**src/rtl/pfx_bit_pkg.sv**
```systemverilog
package pfx_bit_pkg;

  typedef enum logic [2:0] {
    ST_IDLE  = 3'd0,
    ST_FETCH = 3'd1,
    ST_LATCH = 3'd2,
    ST_EXEC  = 3'd3,
    ST_MEMRD = 3'd4
  } pbu_state_e;

  // flag byte bit positions
  localparam int FLAG_Z = 7;
  localparam int FLAG_N = 6;
  localparam int FLAG_H = 5;

  // operand selector value that means memory at HL
  localparam logic [2:0] SEL_MEM = 3'd6;

  // selector -> slot in the packed register vector (slot 6 holds A)
  function automatic logic [2:0] gpr_slot(input logic [2:0] sel);
    return (sel == 3'd7) ? 3'd6 : sel;
  endfunction

endpackage

```
**src/rtl/pfx_bit_decode.sv**
```systemverilog
module pfx_bit_decode #(
  parameter int DATA_W = 8
) (
  input  logic [DATA_W-1:0] op_q,
  output logic [2:0]        bit_idx,
  output logic [2:0]        opnd_sel,
  output logic              is_legal,
  output logic              is_mem
);
  import pfx_bit_pkg::*;

  // class field in the top two bits: 2'b01 marks the bit-test group
  localparam logic [1:0] CLASS_BIT = 2'b01;

  always_comb begin
    bit_idx  = op_q[5:3];
    opnd_sel = op_q[2:0];
    is_legal = (op_q[DATA_W-1 -: 2] == CLASS_BIT);
    is_mem   = (op_q[2:0] == SEL_MEM);
  end

endmodule

```
**src/rtl/pfx_bit_eval.sv**
```systemverilog
module pfx_bit_eval #(
  parameter int DATA_W  = 8,
  parameter int NUM_GPR = 7
) (
  input  logic [NUM_GPR*DATA_W-1:0] gpr_flat,
  input  logic [DATA_W-1:0]         mem_rdata,
  input  logic [2:0]                opnd_sel,
  input  logic [2:0]                bit_idx,
  input  logic                      use_mem,
  input  logic [DATA_W-1:0]         flags_in,
  output logic [DATA_W-1:0]         flags_res
);
  import pfx_bit_pkg::*;

  logic [DATA_W-1:0] gpr_arr [NUM_GPR];
  logic [DATA_W-1:0] operand;
  logic              bit_val;

  for (genvar g = 0; g < NUM_GPR; g++) begin : g_unpack
    assign gpr_arr[g] = gpr_flat[g*DATA_W +: DATA_W];
  end

  always_comb begin
    if (use_mem) operand = mem_rdata;
    else         operand = gpr_arr[gpr_slot(opnd_sel)];
    bit_val = operand[bit_idx];
  end

  always_comb begin
    flags_res         = flags_in;
    flags_res[FLAG_Z] = ~bit_val;
    flags_res[FLAG_N] = 1'b0;
    flags_res[FLAG_H] = 1'b1;
  end

endmodule

```
**src/rtl/pfx_bit_ctrl.sv**
```systemverilog
module pfx_bit_ctrl (
  input  logic                    clk,
  input  logic                    rst_n,
  input  logic                    start_ok,
  input  logic                    op_legal,
  input  logic                    op_is_mem,
  output pfx_bit_pkg::pbu_state_e state,
  output logic                    cap_op,
  output logic                    clr_op,
  output logic                    fetch_rd,
  output logic                    hl_rd,
  output logic                    finish,
  output logic                    bad_op
);
  import pfx_bit_pkg::*;

  pbu_state_e state_q, state_d;

  always_comb begin
    state_d  = state_q;
    cap_op   = 1'b0;
    fetch_rd = 1'b0;
    hl_rd    = 1'b0;
    finish   = 1'b0;
    bad_op   = 1'b0;
    unique case (state_q)
      ST_IDLE: begin
        if (start_ok) state_d = ST_FETCH;
      end
      ST_FETCH: begin
        fetch_rd = 1'b1;
        state_d  = ST_LATCH;
      end
      ST_LATCH: begin
        cap_op  = 1'b1;
        state_d = ST_EXEC;
      end
      ST_EXEC: begin
        if (!op_legal) begin
          bad_op  = 1'b1;
          state_d = ST_IDLE;
        end else if (op_is_mem) begin
          hl_rd   = 1'b1;
          state_d = ST_MEMRD;
        end else begin
          finish  = 1'b1;
          state_d = ST_IDLE;
        end
      end
      ST_MEMRD: begin
        finish  = 1'b1;
        state_d = ST_IDLE;
      end
      default: state_d = ST_IDLE;
    endcase
    clr_op = finish | bad_op;
  end

  always_ff @(posedge clk or negedge rst_n) begin
    if (!rst_n) state_q <= ST_IDLE;
    else        state_q <= state_d;
  end

  assign state = state_q;

endmodule

```
**src/rtl/pfx_bit_unit.sv**
```systemverilog
module pfx_bit_unit #(
  parameter int          ADDR_W      = 16,
  parameter int          DATA_W      = 8,
  parameter int          NUM_GPR     = 7,
  parameter int          LEN_W       = 2,
  parameter int          INSTR_LEN   = 2,
  parameter logic [7:0]  PREFIX_CODE = 8'hCB
) (
  input  logic                      clk,
  input  logic                      rst_n,
  input  logic                      start,
  input  logic [DATA_W-1:0]         main_opcode,
  input  logic [ADDR_W-1:0]         pc,
  input  logic [ADDR_W-1:0]         hl,
  input  logic [NUM_GPR*DATA_W-1:0] gpr_flat,
  input  logic [DATA_W-1:0]         flags_in,
  input  logic [DATA_W-1:0]         mem_rdata,
  output logic                      mem_rd,
  output logic [ADDR_W-1:0]         mem_addr,
  output logic                      flags_we,
  output logic [DATA_W-1:0]         flags_out,
  output logic                      done,
  output logic [LEN_W-1:0]          instr_len,
  output logic                      illegal
);
  import pfx_bit_pkg::*;

  localparam int SYNC_STAGES = 2;

  // reset: asynchronous assert, synchronous release
  logic [SYNC_STAGES-1:0] rst_sync_q;
  logic                   rst_n_int;

  always_ff @(posedge clk or negedge rst_n) begin
    if (!rst_n) rst_sync_q <= '0;
    else        rst_sync_q <= {rst_sync_q[SYNC_STAGES-2:0], 1'b1};
  end
  assign rst_n_int = rst_sync_q[SYNC_STAGES-1];

  pbu_state_e        state;
  logic              cap_op, clr_op, fetch_rd, hl_rd, finish, bad_op;
  logic              start_ok, idle_w;
  logic [DATA_W-1:0] op_q, op_d;
  logic              op_en;
  logic [ADDR_W-1:0] pc_q, pc_d, fetch_addr;
  logic              pc_en;
  logic [2:0]        bit_idx, opnd_sel;
  logic              op_legal, op_is_mem;
  logic [DATA_W-1:0] flags_res;

  assign idle_w   = (state == ST_IDLE);
  assign start_ok = start && (main_opcode == PREFIX_CODE) && idle_w;

  // second opcode byte latch: loaded from read data, cleared at completion
  always_comb begin
    op_en = cap_op | clr_op;
    op_d  = cap_op ? mem_rdata : '0;
  end

  always_ff @(posedge clk or negedge rst_n_int) begin
    if (!rst_n_int)  op_q <= '0;
    else if (op_en)  op_q <= op_d;
  end

  // program counter captured when the start is accepted
  always_comb begin
    pc_en = start_ok;
    pc_d  = pc;
  end

  always_ff @(posedge clk or negedge rst_n_int) begin
    if (!rst_n_int)  pc_q <= '0;
    else if (pc_en)  pc_q <= pc_d;
  end

  assign fetch_addr = pc_q + ADDR_W'(1);

  pfx_bit_ctrl u_ctrl (
    .clk      (clk),
    .rst_n    (rst_n_int),
    .start_ok (start_ok),
    .op_legal (op_legal),
    .op_is_mem(op_is_mem),
    .state    (state),
    .cap_op   (cap_op),
    .clr_op   (clr_op),
    .fetch_rd (fetch_rd),
    .hl_rd    (hl_rd),
    .finish   (finish),
    .bad_op   (bad_op)
  );

  pfx_bit_decode #(.DATA_W(DATA_W)) u_dec (
    .op_q    (op_q),
    .bit_idx (bit_idx),
    .opnd_sel(opnd_sel),
    .is_legal(op_legal),
    .is_mem  (op_is_mem)
  );

  pfx_bit_eval #(.DATA_W(DATA_W), .NUM_GPR(NUM_GPR)) u_eval (
    .gpr_flat (gpr_flat),
    .mem_rdata(mem_rdata),
    .opnd_sel (opnd_sel),
    .bit_idx  (bit_idx),
    .use_mem  (op_is_mem),
    .flags_in (flags_in),
    .flags_res(flags_res)
  );

  always_comb begin
    mem_rd    = fetch_rd | hl_rd;
    mem_addr  = fetch_rd ? fetch_addr : (hl_rd ? hl : '0);
    flags_we  = finish;
    flags_out = finish ? flags_res : '0;
    done      = finish;
    instr_len = finish ? LEN_W'(INSTR_LEN) : '0;
    illegal   = bad_op;
  end

endmodule

```
**config.mk**
```make
export PLATFORM = sky130hd
export DESIGN_NAME = pfx_bit_unit
export DESIGN_NICKNAME = d
export VERILOG_FILES = /design/src/rtl/pfx_bit_pkg.sv /design/src/rtl/pfx_bit_decode.sv /design/src/rtl/pfx_bit_eval.sv /design/src/rtl/pfx_bit_ctrl.sv /design/src/rtl/pfx_bit_unit.sv
export SDC_FILE = /design/constraint.sdc
export NUM_CORES = 1
export LEC_CHECK = 0
export BUFFER_PORTS_ARGS = -buffer_cell sky130_fd_sc_hd__buf_2
export CELL_PAD_IN_SITES_DETAIL_PLACEMENT = 2
export CELL_PAD_IN_SITES_GLOBAL_PLACEMENT = 2
export CORE_MARGIN = 2
export CORE_UTILIZATION = 26
export CTS_CLUSTER_DIAMETER = 200
export CTS_CLUSTER_SIZE = 10
export DETAILED_ROUTE_END_ITERATION = 16
export PLACE_DENSITY_LB_ADDON = 0.1
export REMOVE_ABC_BUFFERS = 1
export SYNTH_ARGS = -nofsm -noshare
export SYNTH_HDL_FRONTEND = slang
export SYNTH_HIERARCHICAL = 1
export SYNTH_SLANG_ARGS = --single-unit
export TNS_END_PERCENT = 30
```
**constraint.sdc**
```tcl
create_clock -name clk -period 3.5 [get_ports clk]
set_input_delay 0 -clock clk [delete_from_list [all_inputs] [get_ports clk]]
set_output_delay 0 -clock clk [all_outputs]
set_load 0.005 [all_outputs]
```
### After elaboration in Yosys (flattened, before gate mapping)

Index checks and enable logic that the tools add are counted.
W data, S select, Z words.

* add/subtract/negate cells: 1
* $lt $le $gt $ge: 2
* equality and inequality tests: 9
* multiplexer cells: 26
* bitwise logic cells: 5
* reductions and logical operators: 3

Operators by type and width (number)
* $mux W8: 5
* $mux W16: 2
* $bmux W8 S3: 1
* $add A16 B1 Y16 const B: 1
* $mux W3: 4
* $pmux W3 S4: 1
* $mux W1: 10
* $eq A3 B3 Y1 const B: 3
* $eq A8 B8 Y1 const B: 1
* $eq A3 B2 Y1 const B: 2
* $ge A4 B4 Y1 const B: 1
* $lt A3 B4 Y1 const B: 1
* $not A3 Y4: 1
* $bmux W1 S3: 1
* $eq A3 B1 Y1 const B: 1
* $logic_not A3 Y1: 1
* $or A1 B1 Y1: 3
* $eq A2 B1 Y1 const B: 1
* $logic_and A1 B1 Y1: 2
* $mux W2: 1
* $ne A2 B1 Y1 const B: 1
* $pmux W1 S2: 1
* $not A1 Y1: 1

* flip-flop bits (word level): 29
* output and inout bits: 30

### Depth between registers and ports, before layout

Gate-level depths: netlist (run 1).

* depth after elaboration: 11
* mapped depth: 9
* gate-level depth less buffers: 7

### Modules after synthesis

Netlist (run 1), hierarchy kept.

Modules (own cells, without submodules)
* pfx_bit_unit: instances 1, cells an instance 153, area each 1529.0 µm²
* pfx_bit_eval: instances 1, cells an instance 100, area each 767.0 µm²
* pfx_bit_ctrl: instances 1, cells an instance 18, area each 166.4 µm²
* pfx_bit_decode: instances 1, cells an instance 8, area each 60.1 µm²

### Worst setup path before layout (run 1)

Ideal clock, no wire load.

* path kind: reg2reg
* from: reg u_ctrl.state_q[2] (netlist: u_ctrl/state[2])
* to: reg pc_q[0]
* setup time: 0.125 ns
* arrival: 1.809 ns
* path slack: 1.566 ns
* cell stages (with the launch flop): 7
* buffers on the path: 2
* cells stage by stage: dfrtp_1 nor4bb_1 nand4_1 or4_1 buf_6 buf_12 mux2_4

* cells in the longest elaborated chain, start to end: 2

Ends and longest elaborated chain
* start: declaration: RTL line pfx_bit_ctrl.sv:17 `pbu_state_e state_q, state_d;`
* start signal: assignment: RTL line pfx_bit_ctrl.sv:61 `else state_q <= state_d;`
* $logic_not A3 Y1: RTL line pfx_bit_unit.sv:51 `assign idle_w = (state == ST_IDLE);`
* $logic_and A1 B1 Y1: RTL line pfx_bit_unit.sv:52 `assign start_ok = start && (main_opcode == PREFIX_CODE) && idle_w;`
* end signal: assignment: RTL line pfx_bit_unit.sv:73 `else if (pc_en) pc_q <= pc_d;`
* end: declaration: RTL line pfx_bit_unit.sv:45 `logic [ADDR_W-1:0] pc_q, pc_d, fetch_addr;`

No other way between the ends.
A chain may end at the register's enable or synchronous reset.

### Final worst setup path (run 1)

* from: reg op_q[0]
* to: out flags_out[7]

* cells in the longest elaborated chain, start to end: 11
* elaborated cells between the ends (all ways): 15

Ends and longest elaborated chain
* start: declaration: RTL line pfx_bit_unit.sv:43 `logic [DATA_W-1:0] op_q, op_d;`
* start signal: assignment: RTL line pfx_bit_unit.sv:62 `else if (op_en) op_q <= op_d;`
* $eq A3 B3 Y1: RTL line pfx_bit_pkg.sv:21 `return (sel == 3'd7) ? 3'd6 : sel;`
* $mux W3: RTL line pfx_bit_pkg.sv:21
* $not A3 Y4 (not written as such): RTL line pfx_bit_eval.sv:25 `else operand = gpr_arr[gpr_slot(opnd_sel)];`
* $bmux W8 S3: RTL line pfx_bit_eval.sv:25
* $mux W8 (not written as such) (2 in series): RTL line pfx_bit_eval.sv:25
* $mux W8 *: RTL line pfx_bit_eval.sv:24 `if (use_mem) operand = mem_rdata;`
* $bmux W1 S3 *: RTL line pfx_bit_eval.sv:26 `bit_val = operand[bit_idx];`
* $mux W1 (not written as such) *: RTL line pfx_bit_eval.sv:26
* $not A1 Y1 *: RTL line pfx_bit_eval.sv:31 `flags_res[FLAG_Z] = ~bit_val;`
* net flags_res[7]: RTL line pfx_bit_unit.sv:49 `logic [DATA_W-1:0] flags_res;`
* $mux W8 *: RTL line pfx_bit_unit.sv:115 `flags_out = finish ? flags_res : '0;`
* end: declaration: RTL line pfx_bit_unit.sv:21 `output logic [DATA_W-1:0] flags_out,`

Mark *: on every way through the listed nets, which the timed path passes. The rest lies on a longest branch. The select of a mux whose other input is x is not followed.

==> key figures, run 1 <==
Layout
  • ANT cells: 0
  • Final #Nets: 541
  • Final Non-Filler Cells: 555
  • Layout area overhead: 40.5%
  • Final Core Density: 0.380
  • Layout cells sized above 1: 0.413
  • Commonest non-fill, non-tap cell in the layout: buf_2
  • Commonest non-fill, non-tap cells in the layout: 139 x buf_2, 29 x dfrtp_1, 26 x nand2_1

Synth
  • Adder-Cell Fraction of Synth Area: 0.00496
  • Register area share after synthesis: 0.288
  • Dominant synthesized flop cell: dfrtp_1
  • Cells after Synth: around 280
  • Post-synth ARST share: 1.00
  • Mean Syn Cell Area: 9.04 µm²
  • Synth Area in Simple Gates: 0.192
  • Synth Area in Compound Gates: 0.182
  • Yosys reg bits: 29
  • Multiplexer share of the synthesized area: 0.175
  • Synthesized cell area: 2520 µm²
  • Distinct cells, synth: between 40 and 50
  • Ys Warns: 6
  • Main combinational cell family by area after synthesis: simple AND/OR/NAND/NOR gates
  • EDFF count, synth: 0
  • Synth Area in XOR/XNOR: 0.0521

STA
  • Final TNS setup: 0 ns
  • RSZ-0062 raised after global routing: false
  • Relative slew slack: 0.321
  • Setup Viol. Count Final: 0
  • Skew final: 0.00815 ns
  • Fin worst setup slack: 0.701 ns
  • Fin. max-slew vios: 0
  • Hold Fails Final Rpt: 0
  • Worst-margin pin slew: 1.02 ns
  • Minimum clock period: about 2.8 ns
  • Tcrit/Tclk final: 0.800
  • Maximum clock rate: approximately 360 MHz

Placement
  • IO Port Bufs: between 100 and 150
  • Dpl hpwl: 6760 µm
  • Pre-CTS setup slack: between 0.9 and 1 ns
  • RePlAce Congestion: 0.742
  • # placed instances: 522

CTS
  • H-tree depth: 2
  • Sink Count: 29
  • CTS max path bufs: 2
  • Clk Tree Root Cell: clkbuf_8
  • Worst-path clk slew: 0.06 ns
  • CTS buffer count: 5
  • CTS tree: done
  • Worst-skew pair later-pin latency: 0.28 ns
  • PostCTS Resize Cnt: 0

Floorplan
  • Die Y: 102 µm
  • Die area: ~11,000 µm²
  • IO Pins: roughly 150
  • Standard-cell row count: 35
  • Starting Density: 0.270
  • Die width: 102 µm
  • Core area: about 9300 µm²

Setup path
  • Crit path max fanout: 16
  • Crit path to: flags_out[7]
  • Cell depth of the worst flop-to-flop path: 4
  • Critical Path AT: 2.80 ns
  • Required time of the critical path: 3.50 ns
  • R2r startpoint: u_ctrl/state[2]
  • Crit. End Element: output pin
  • Internal reg-to-reg setup slack: 1.15 ns
  • Critical path class: reg2out
  • Setup crit start: op_q[0]
  • Reg2Reg Capture Point: pc_q[12]
  • Crit start category: flop

Global route
  • GRT Util Overall: 0.168
  • Largest net degree at the start of global routing: 28
  • First-pass GRT wire length: 13,700 µm
  • Initial antenna violation count: 0
  • Remaining global-route overflow: 0
  • Vias in the first global route: approximately 2,800

Route
  • Routed via count: ~2,600
  • WL/cell: 15.6 µm
  • DRT Wirelength: 8650 µm
  • Routed Antenna Nets: 0
  • Vias/cell: 4.75
  • # DRC: 0
  • First DRT Iteration DRCs: 47
  • TritonRoute pass-1 iters: 4

Pwr
  • Power per cell area: about 470 nW/µm²
  • Net switching power: 674 µW
  • Pint: a little under 1000 µW
  • Max VDD drop: 0.000179 V
  • Sw Ratio: 0.406
  • Leak Pwr: around 0.0017 µW
  • Tot Pwr: between 1500 and 2000 µW
  • Clock power frac: 0.186
  • Comb power frac: 0.499
  • Sequential share of power: 0.316

Min path
  • Worst hold path class: in2async

Job
  • Max-cap violations: 0

Outcome
  • Status: complete, no violations
[how the worst min path moves through the flow]
stage           from             to  depth (start not counted)
6_report       rst_n  rst_sync_q[1]                          2
3_5_place_dp   rst_n  rst_sync_q[0]                          1
4_1_cts        rst_n  rst_sync_q[0]                          2
3_3_place_gp   rst_n  rst_sync_q[0]                          1
2_1_floorplan  rst_n  rst_sync_q[0]                          0
5_1_grt        rst_n  rst_sync_q[0]                          2
[registers in the layout (all words and copies together) (netlist names)]
signal / count
u_ctrl/state: 3
pc_q: 16
op_q: 8
rst_sync_q: 2
[cells in the mapped netlist, drive strengths merged (3+ instances only)]
library cell / instances / share of area
mux2i: 11 / 0.044
nor3: 6 / 0.012
nand3: 9 / 0.018
dfrtp: 29 / 0.29
o21ai: 19 / 0.038
inv: 8 / 0.012
a211oi: 7 / 0.021
nand2: 26 / 0.039
o2111a: 3 / 0.013
buf: 23 / 0.078
xnor2: 13 / 0.045
nor4: 4 / 0.012
conb: 4 / 0.0060
nor2: 9 / 0.013
a22o: 9 / 0.031
nor2b: 10 / 0.026
a21oi: 8 / 0.016
clkbuf: 7 / 0.010
o221ai: 7 / 0.024
nand4: 5 / 0.012
mux2: 26 / 0.13
and2: 10 / 0.025
a32oi: 3 / 0.010
[what timing repair did]
item	CTS	global route
buffers inserted	0	0
hold buffers	25	0
hold endpoints to repair	26	0
[through the flow]
stage          area [µm²]  hold slack [ns]
2_1_floorplan        2300           -0.296
3_3_place_gp         3190           -0.212
3_5_place_dp         3190           -0.213
4_1_cts              3540          0.00940
5_1_grt              3540           0.0406
6_report             3540           0.0375
[kinds of logic after synthesis]
| family | Yosys count |
|---|---|
| AO/OA/AOI/OAI | 64 |
| XOR/XNOR | 15 |
| adder cells (fa/ha/maj) | 1 |
| buffers and inverters | 38 |
| flip-flops | 29 |
| multiplexers | 37 |
| other | 4 |
| AND/OR/NAND/NOR | 91 |
[metal layers]
| metal | GRT usage | up-vias | routed length (µm) |
|---|---|---|---|
| met1 | 0.223 | 1268 | 3980 |
| met3 | 0.0325 | 5 | 471 |
| met2 | 0.289 | 78 | 4140 |
| li1 | - | 1285 | - |
| met5 | 0 | - | 0 |
| met4 | 0.0308 | 0 | 61 |
[power groups by stage]
stage	registers, µW	clock network [µW]	logic (µW)
after floorplan	519	0	518
after global placement	529	0	795
after detailed placement	533	0	813
after CTS	525	323	840
after global routing	543	339	934
final	523	308	827
[layout make-up]
| cell class | instances | area (µm²) |
|---|---|---|
| timing repair buffer | 169 | 983 |
| multi-input combinational | 212 | 1540 |
| clock buffer | 7 | 96.3 |
| clock inverter | 1 | 5.00 |
| tap | 129 | 161 |
| sequential | 29 | 726 |
| fill | 1077 | 5780 |
| inverter | 8 | 30.0 |
[worst max-delay path, stage by stage (launching register included)]
cell and delay [ns]:
dfrtp_1 0.74, nor2b_2 0.55, mux2_4 0.35, o22a_1 0.22, o2111a_1 0.13, nor4_2 0.28, and2_1 0.16, buf_2 0.11
Power figures use the tool's default switching activity.
==> run 2, diff against run 1 <==
- CORE_UTILIZATION: 26 -> 24
- clock period: 3.5 -> 2.9 ns (I/O delays scaled with it)
==> key figures, run 2 (synthesized netlist as in run 1, its figures left out) <==
Floorplan
  • Die area: ~11,000 µm²
  • Starting Density: 0.245
  • Standard-cell row count: 37
  • Die width: 107 µm
  • IO Pins: 145
  • Die Y: 107 µm
  • Core area: 10,300 µm²

Route
  • # DRC: 0
  • TritonRoute pass-1 iters: 4
  • Vias/cell: 4.70
  • First DRT Iteration DRCs: 61
  • DRT Wirelength: 8870 µm
  • WL/cell: 15.8 µm
  • Routed via count: 2,636
  • Routed Antenna Nets: 0

Placement
  • Dpl cell area: 3210 µm²
  • # placed instances: 530
  • IO Port Bufs: 139
  • Dpl hpwl: 6980 µm
  • Pre-CTS setup slack: 0.611 ns
  • RePlAce Congestion: 0.705

Global route
  • Largest net degree at the start of global routing: 28
  • Remaining global-route overflow: 0
  • Vias in the first global route: 2,807
  • Initial antenna violation count: 0
  • First-pass GRT wire length: 14,200 µm
  • GRT Util Overall: 0.157

CTS
  • Worst-skew pair later-pin latency: 0.28 ns
  • Post-CTS Setup Bufs: 0
  • CTS buffer count: 5
  • Sink Count: 29
  • Worst-path clk slew: 0.06 ns
  • CTS tree: done
  • CTS max path bufs: 2
  • H-tree depth: 2
  • Clk Tree Root Cell: clkbuf_8

Setup path
  • Slowest stage cell, crit path: dfrtp_1
  • Crit path max fanout: 12
  • Required time of the critical path: 2.90 ns
  • Worst-path cell chain: nor2b_2 -> mux2_4 -> o22a_1 -> o2111a_1 -> nor4_2 -> and2_1 -> buf_2
  • Setup crit start: op_q[2]
  • CP bufs+invs: 1
  • R2r startpoint: u_ctrl/state[2]
  • Critical path class: reg2out
  • Cell family with most CP delay: simple AND/OR/NAND/NOR gates
  • Crit start category: flop
  • CP peak stage delay: 0.52 ns
  • Crit. End Element: output pin
  • Critical Path AT: 2.53 ns

Pwr
  • Sequential share of power: 0.294
  • Net switching power: 811 µW
  • Leak Pwr: 0.00169 µW
  • Clock power frac: 0.209
  • Pint: 1250 µW
  • Sw Ratio: 0.393
  • Comb power frac: 0.497
  • Max VDD drop: 0.000238 V
  • Power per cell area: 580 nW/µm²

STA
  • Relative slew slack: 0.274
  • Worst-margin pin slew: 1.09 ns
  • Fin. max-slew vios: 0
  • Final TNS setup: 0 ns
  • Fin worst setup slack: 0.366 ns
  • Hold Fails Final Rpt: 0
  • RSZ-0062 raised after global routing: false
  • Minimum clock period: around 2.5 ns
  • Maximum clock rate: 395 MHz
  • Tcrit/Tclk final: 0.874
  • Setup Viol. Count Final: 0
  • Skew final: 0.00694 ns

Layout
  • Final Non-Filler Cells: 561
  • Layout area overhead: 41.0%
  • Commonest non-fill, non-tap cell in the layout: buf_2
  • Layout Cell Area excl Fill: 3560 µm²
  • Layout cells sized above 1: 0.414
  • Final #Nets: 540
  • Max FFs per register: 16
  • Fillcell total: 1,247
  • ANT cells: 0
  • Top reg by flops: pc_q
  • Commonest non-fill, non-tap cells in the layout: 139 x buf_2, 29 x dfrtp_1, 26 x nand2_1

Outcome
  • Status: complete, no violations

Job
  • Max-cap violations: 0

Min path
  • Hold Crit Start: mem_rdata[6]
  • Worst hold path class: in2reg
-- run 2: final timing paths --
path / cells past startpoint / endpoint / slack (ns)
worst max-delay path: 7 / flags_out[7] / 0.37
worst min-delay path: 2 / op_q[6] / 0.006
worst max register to register: 3 / op_q[2] / 0.75
worst min register to register: 1 / pc_q[12] / 0.25
max in group asynchronous: 1 / op_q[4] / 2.38
min in group asynchronous: 2 / rst_sync_q[0] / 0.05
-- run 2: per-layer routing --
layer  vias up  part of all wire  track usage  wire [µm]
met3         4             0.053       0.0276        472
met2        84              0.49        0.269       4340
li1       1284                 -            -          -
met1      1264              0.45        0.210       4000
met4         0            0.0059       0.0278         52
met5         -                 0            0          0
-- run 2: power groups by stage --
stage,Combinational (µW),Sequential [µW],Clock [µW]
2_1_floorplan,625,627,0
3_3_place_gp,1000,614,0
3_5_place_dp,1020,617,0
4_1_cts,1050,609,448
5_1_grt,1150,624,471
6_report,1030,607,432
-- run 2: repair_timing --
action / 4_1_cts / 5_1_grt
hold endpoints to repair: 24 / 0
resized for setup: 0 / 0
hold buffers: 23 / 0
-- run 2: final cells by class --
type / instances / area (µm²) / share of cell area
Multi-Input combinational cell: 212 / 1540 / 0.434
Timing Repair Buffer: 168 / 971 / 0.273
Sequential cell: 29 / 726 / 0.204
Tap cell: 136 / 170 / 0.0479
Clock buffer: 7 / 86.3 / 0.0243
Clock inverter: 1 / 30.0 / 0.00844
Inverter: 8 / 30.0 / 0.00844
-- run 2: worst reg2reg max path, delay by kind of cell, from the launching register on --
| kind | cells | cell delay, ns |
|---|---|---|
| AO/OA/AOI/OAI | 1 | 0.30 |
| flip-flops | 1 | 0.45 |
| AND/OR/NAND/NOR | 2 | 1.28 |
-- run 2: per-stage QoR --
stage | util | total power, µW | hold WS (ns)
6_report | 0.346 | 2060 | 0.00649
5_1_grt | 0.346 | 2250 | 0.00273
4_1_cts | 0.346 | 2100 | 0.00191
3_5_place_dp | 0.312 | 1630 | -0.211
3_3_place_gp | 0.312 | 1610 | -0.213
2_1_floorplan | - | 1250 | -0.296
==> run 3, diff against run 2 <==
- PLACE_DENSITY: unset -> 0.81
- PLACE_DENSITY_LB_ADDON: 0.1 -> unset
- clock period: 2.9 -> 2.7 ns (I/O delays scaled with it)
==> key figures, run 3 (synthesized netlist as in run 1, its figures left out) <==
Outcome
  • Status: complete, no violations

Global route
  • Remaining global-route overflow: 0
  • First-pass GRT wire length: 14,800 µm
  • Met2 Use GR: 0.313
  • Initial antenna violation count: 0
  • Largest net degree at the start of global routing: 28
  • GRT Util Overall: 0.162
  • Met3 usage: 0.0288
  • Met1 usage: 0.183
  • Most used routing layer in global routing: met2
  • Vias in the first global route: 3,016

Placement
  • Dpl hpwl: slightly above 7000 µm
  • RePlAce Congestion: 0.793
  • IO Port Bufs: 139

CTS
  • CTS max path bufs: 2
  • Post-CTS Setup Bufs: 0
  • Worst-skew pair later-pin latency: 0.28 ns
  • Clk Tree Root Cell: clkbuf_8
  • CTS buffer count: 5
  • CTS tree: done
  • Worst-path clk slew: ~0.070 ns
  • Sink Count: 29
  • H-tree depth: 2

Setup path
  • CP peak stage delay: 0.45 ns
  • Crit path depth: 8
  • Crit start category: flop
  • Internal reg-to-reg setup slack: 0.55 ns
  • Crit. End Element: output pin
  • CP bufs+invs: 2
  • R2r startpoint: u_ctrl/state[2]
  • Critical path class: reg2out
  • Cell depth of the worst flop-to-flop path: 3
  • Crit path max fanout: 8
  • Critical Path AT: 2.49 ns
  • Cell family with most CP delay: simple AND/OR/NAND/NOR gates
  • Reg2Reg Capture Point: op_q[6]
  • Worst-path cell chain: buf_4 -> nor2b_2 -> mux2_1 -> a21oi_1 -> a311oi_2 -> nor4_2 -> and2_1 -> buf_2
  • Setup crit start: op_q[0]
  • Slowest stage cell, crit path: nor2b_2
  • Required time of the critical path: approximately 2.7 ns

Route
  • # DRC: 0
  • Routed via count: 2,707
  • First DRT Iteration DRCs: 45
  • Vias/cell: 4.80
  • WL/cell: ~16 µm
  • Routed Antenna Nets: 0
  • DRT Wirelength: 9170 µm
  • TritonRoute pass-1 iters: 4

STA
  • Minimum clock period: 2.49 ns
  • Relative slew slack: 0.267
  • RSZ-0062 raised after global routing: false
  • Worst-margin pin slew: 1.10 ns
  • Skew final: 0.00710 ns
  • Final TNS setup: 0 ns
  • Maximum clock rate: 401 MHz
  • Tcrit/Tclk final: 0.924
  • Hold Fails Final Rpt: 0
  • Fin. max-slew vios: 0
  • Setup Viol. Count Final: 0

Min path
  • Worst hold path class: in2reg
  • Hold EP: op_q[6]
  • WHS Path Cells: 2
  • Hold Crit Start: mem_rdata[6]

Floorplan
  • Standard-cell row count: 37
  • Die area: roughly 11,000 µm²
  • Starting Density: 0.245
  • Core area: just over 10,000 µm²
  • Die Y: between 100 and 150 µm
  • IO Pins: approximately 150
  • Die width: 107 µm

Layout
  • Commonest non-fill, non-tap cell in the layout: buf_2
  • Top reg by flops: pc_q
  • ANT cells: 0
  • Final #Nets: 543
  • Layout cells sized above 1: 0.423
  • Max FFs per register: 16
  • Commonest non-fill, non-tap cells in the layout: 139 x buf_2, 28 x dfrtp_1, 26 x nand2_1
  • Layout area overhead: 42.8%

Job
  • Max-cap violations: 0

Pwr
  • Max VDD drop: between 0.00015 and 0.0002 V
  • Tot Pwr: 2320 µW
  • Leak Pwr: 0.00171 µW
  • Power per cell area: 643 nW/µm²
==> run 3: repair_timing <==
action                                  in CTS  in global routing
endpoints found under the setup margin       0                 16
hold endpoints to repair                    25                  0
gates resized for setup                      0                  2
hold buffers                                24                  0
==> run 3: metal layers <==
layer | share of wire | wire length (µm)
met5 | 0 | 0
met2 | 0.54 | 4950
met1 | 0.39 | 3610
met3 | 0.054 | 491
met4 | 0.012 | 112
==> run 3: power breakdown <==
part	total, µW	leakage, µW	internal (µW)	switching, µW
Sequential	661	0.000383	519	142
Combinational	1120	0.00126	541	580
Clock	535	0.0000681	366	169
==> run 3: worst max path at each step <==
stage                    to  slack (ns)
2_1_floorplan   mem_addr[1]        0.39
3_3_place_gp    mem_addr[0]        0.45
3_5_place_dp   flags_out[7]        0.40
4_1_cts        flags_out[7]        0.08
5_1_grt        flags_out[7]        0.01
6_report       flags_out[7]        0.21
==> run 3: area by class of cell <==
class,count,area [µm²]
flip-flops and latches,29,727
fillers,1232,6680
well taps,136,170
multi-input cells,212,1540
inverters,8,30.0
clock buffers,5,68.8
clock inverters,3,65.1
repair buffers,171,996
==> run 3: per-stage QoR <==
| stage | cells | util | cell area, µm² | worst slack (ns) | hold slack (ns) |
|---|---|---|---|---|---|
| final | 564 | 0.350 | 3600 | 0.206 | 0.0249 |
| after global routing | 564 | 0.350 | 3600 | 0.0118 | 0.0171 |
| after CTS | 564 | 0.350 | 3600 | 0.0838 | 0.0126 |
| after detailed placement | 532 | 0.314 | 3220 | 0.400 | -0.210 |
| after global placement | 532 | 0.314 | 3220 | 0.449 | -0.214 |
| after floorplan | 249 | - | 2300 | 0.391 | -0.296 |
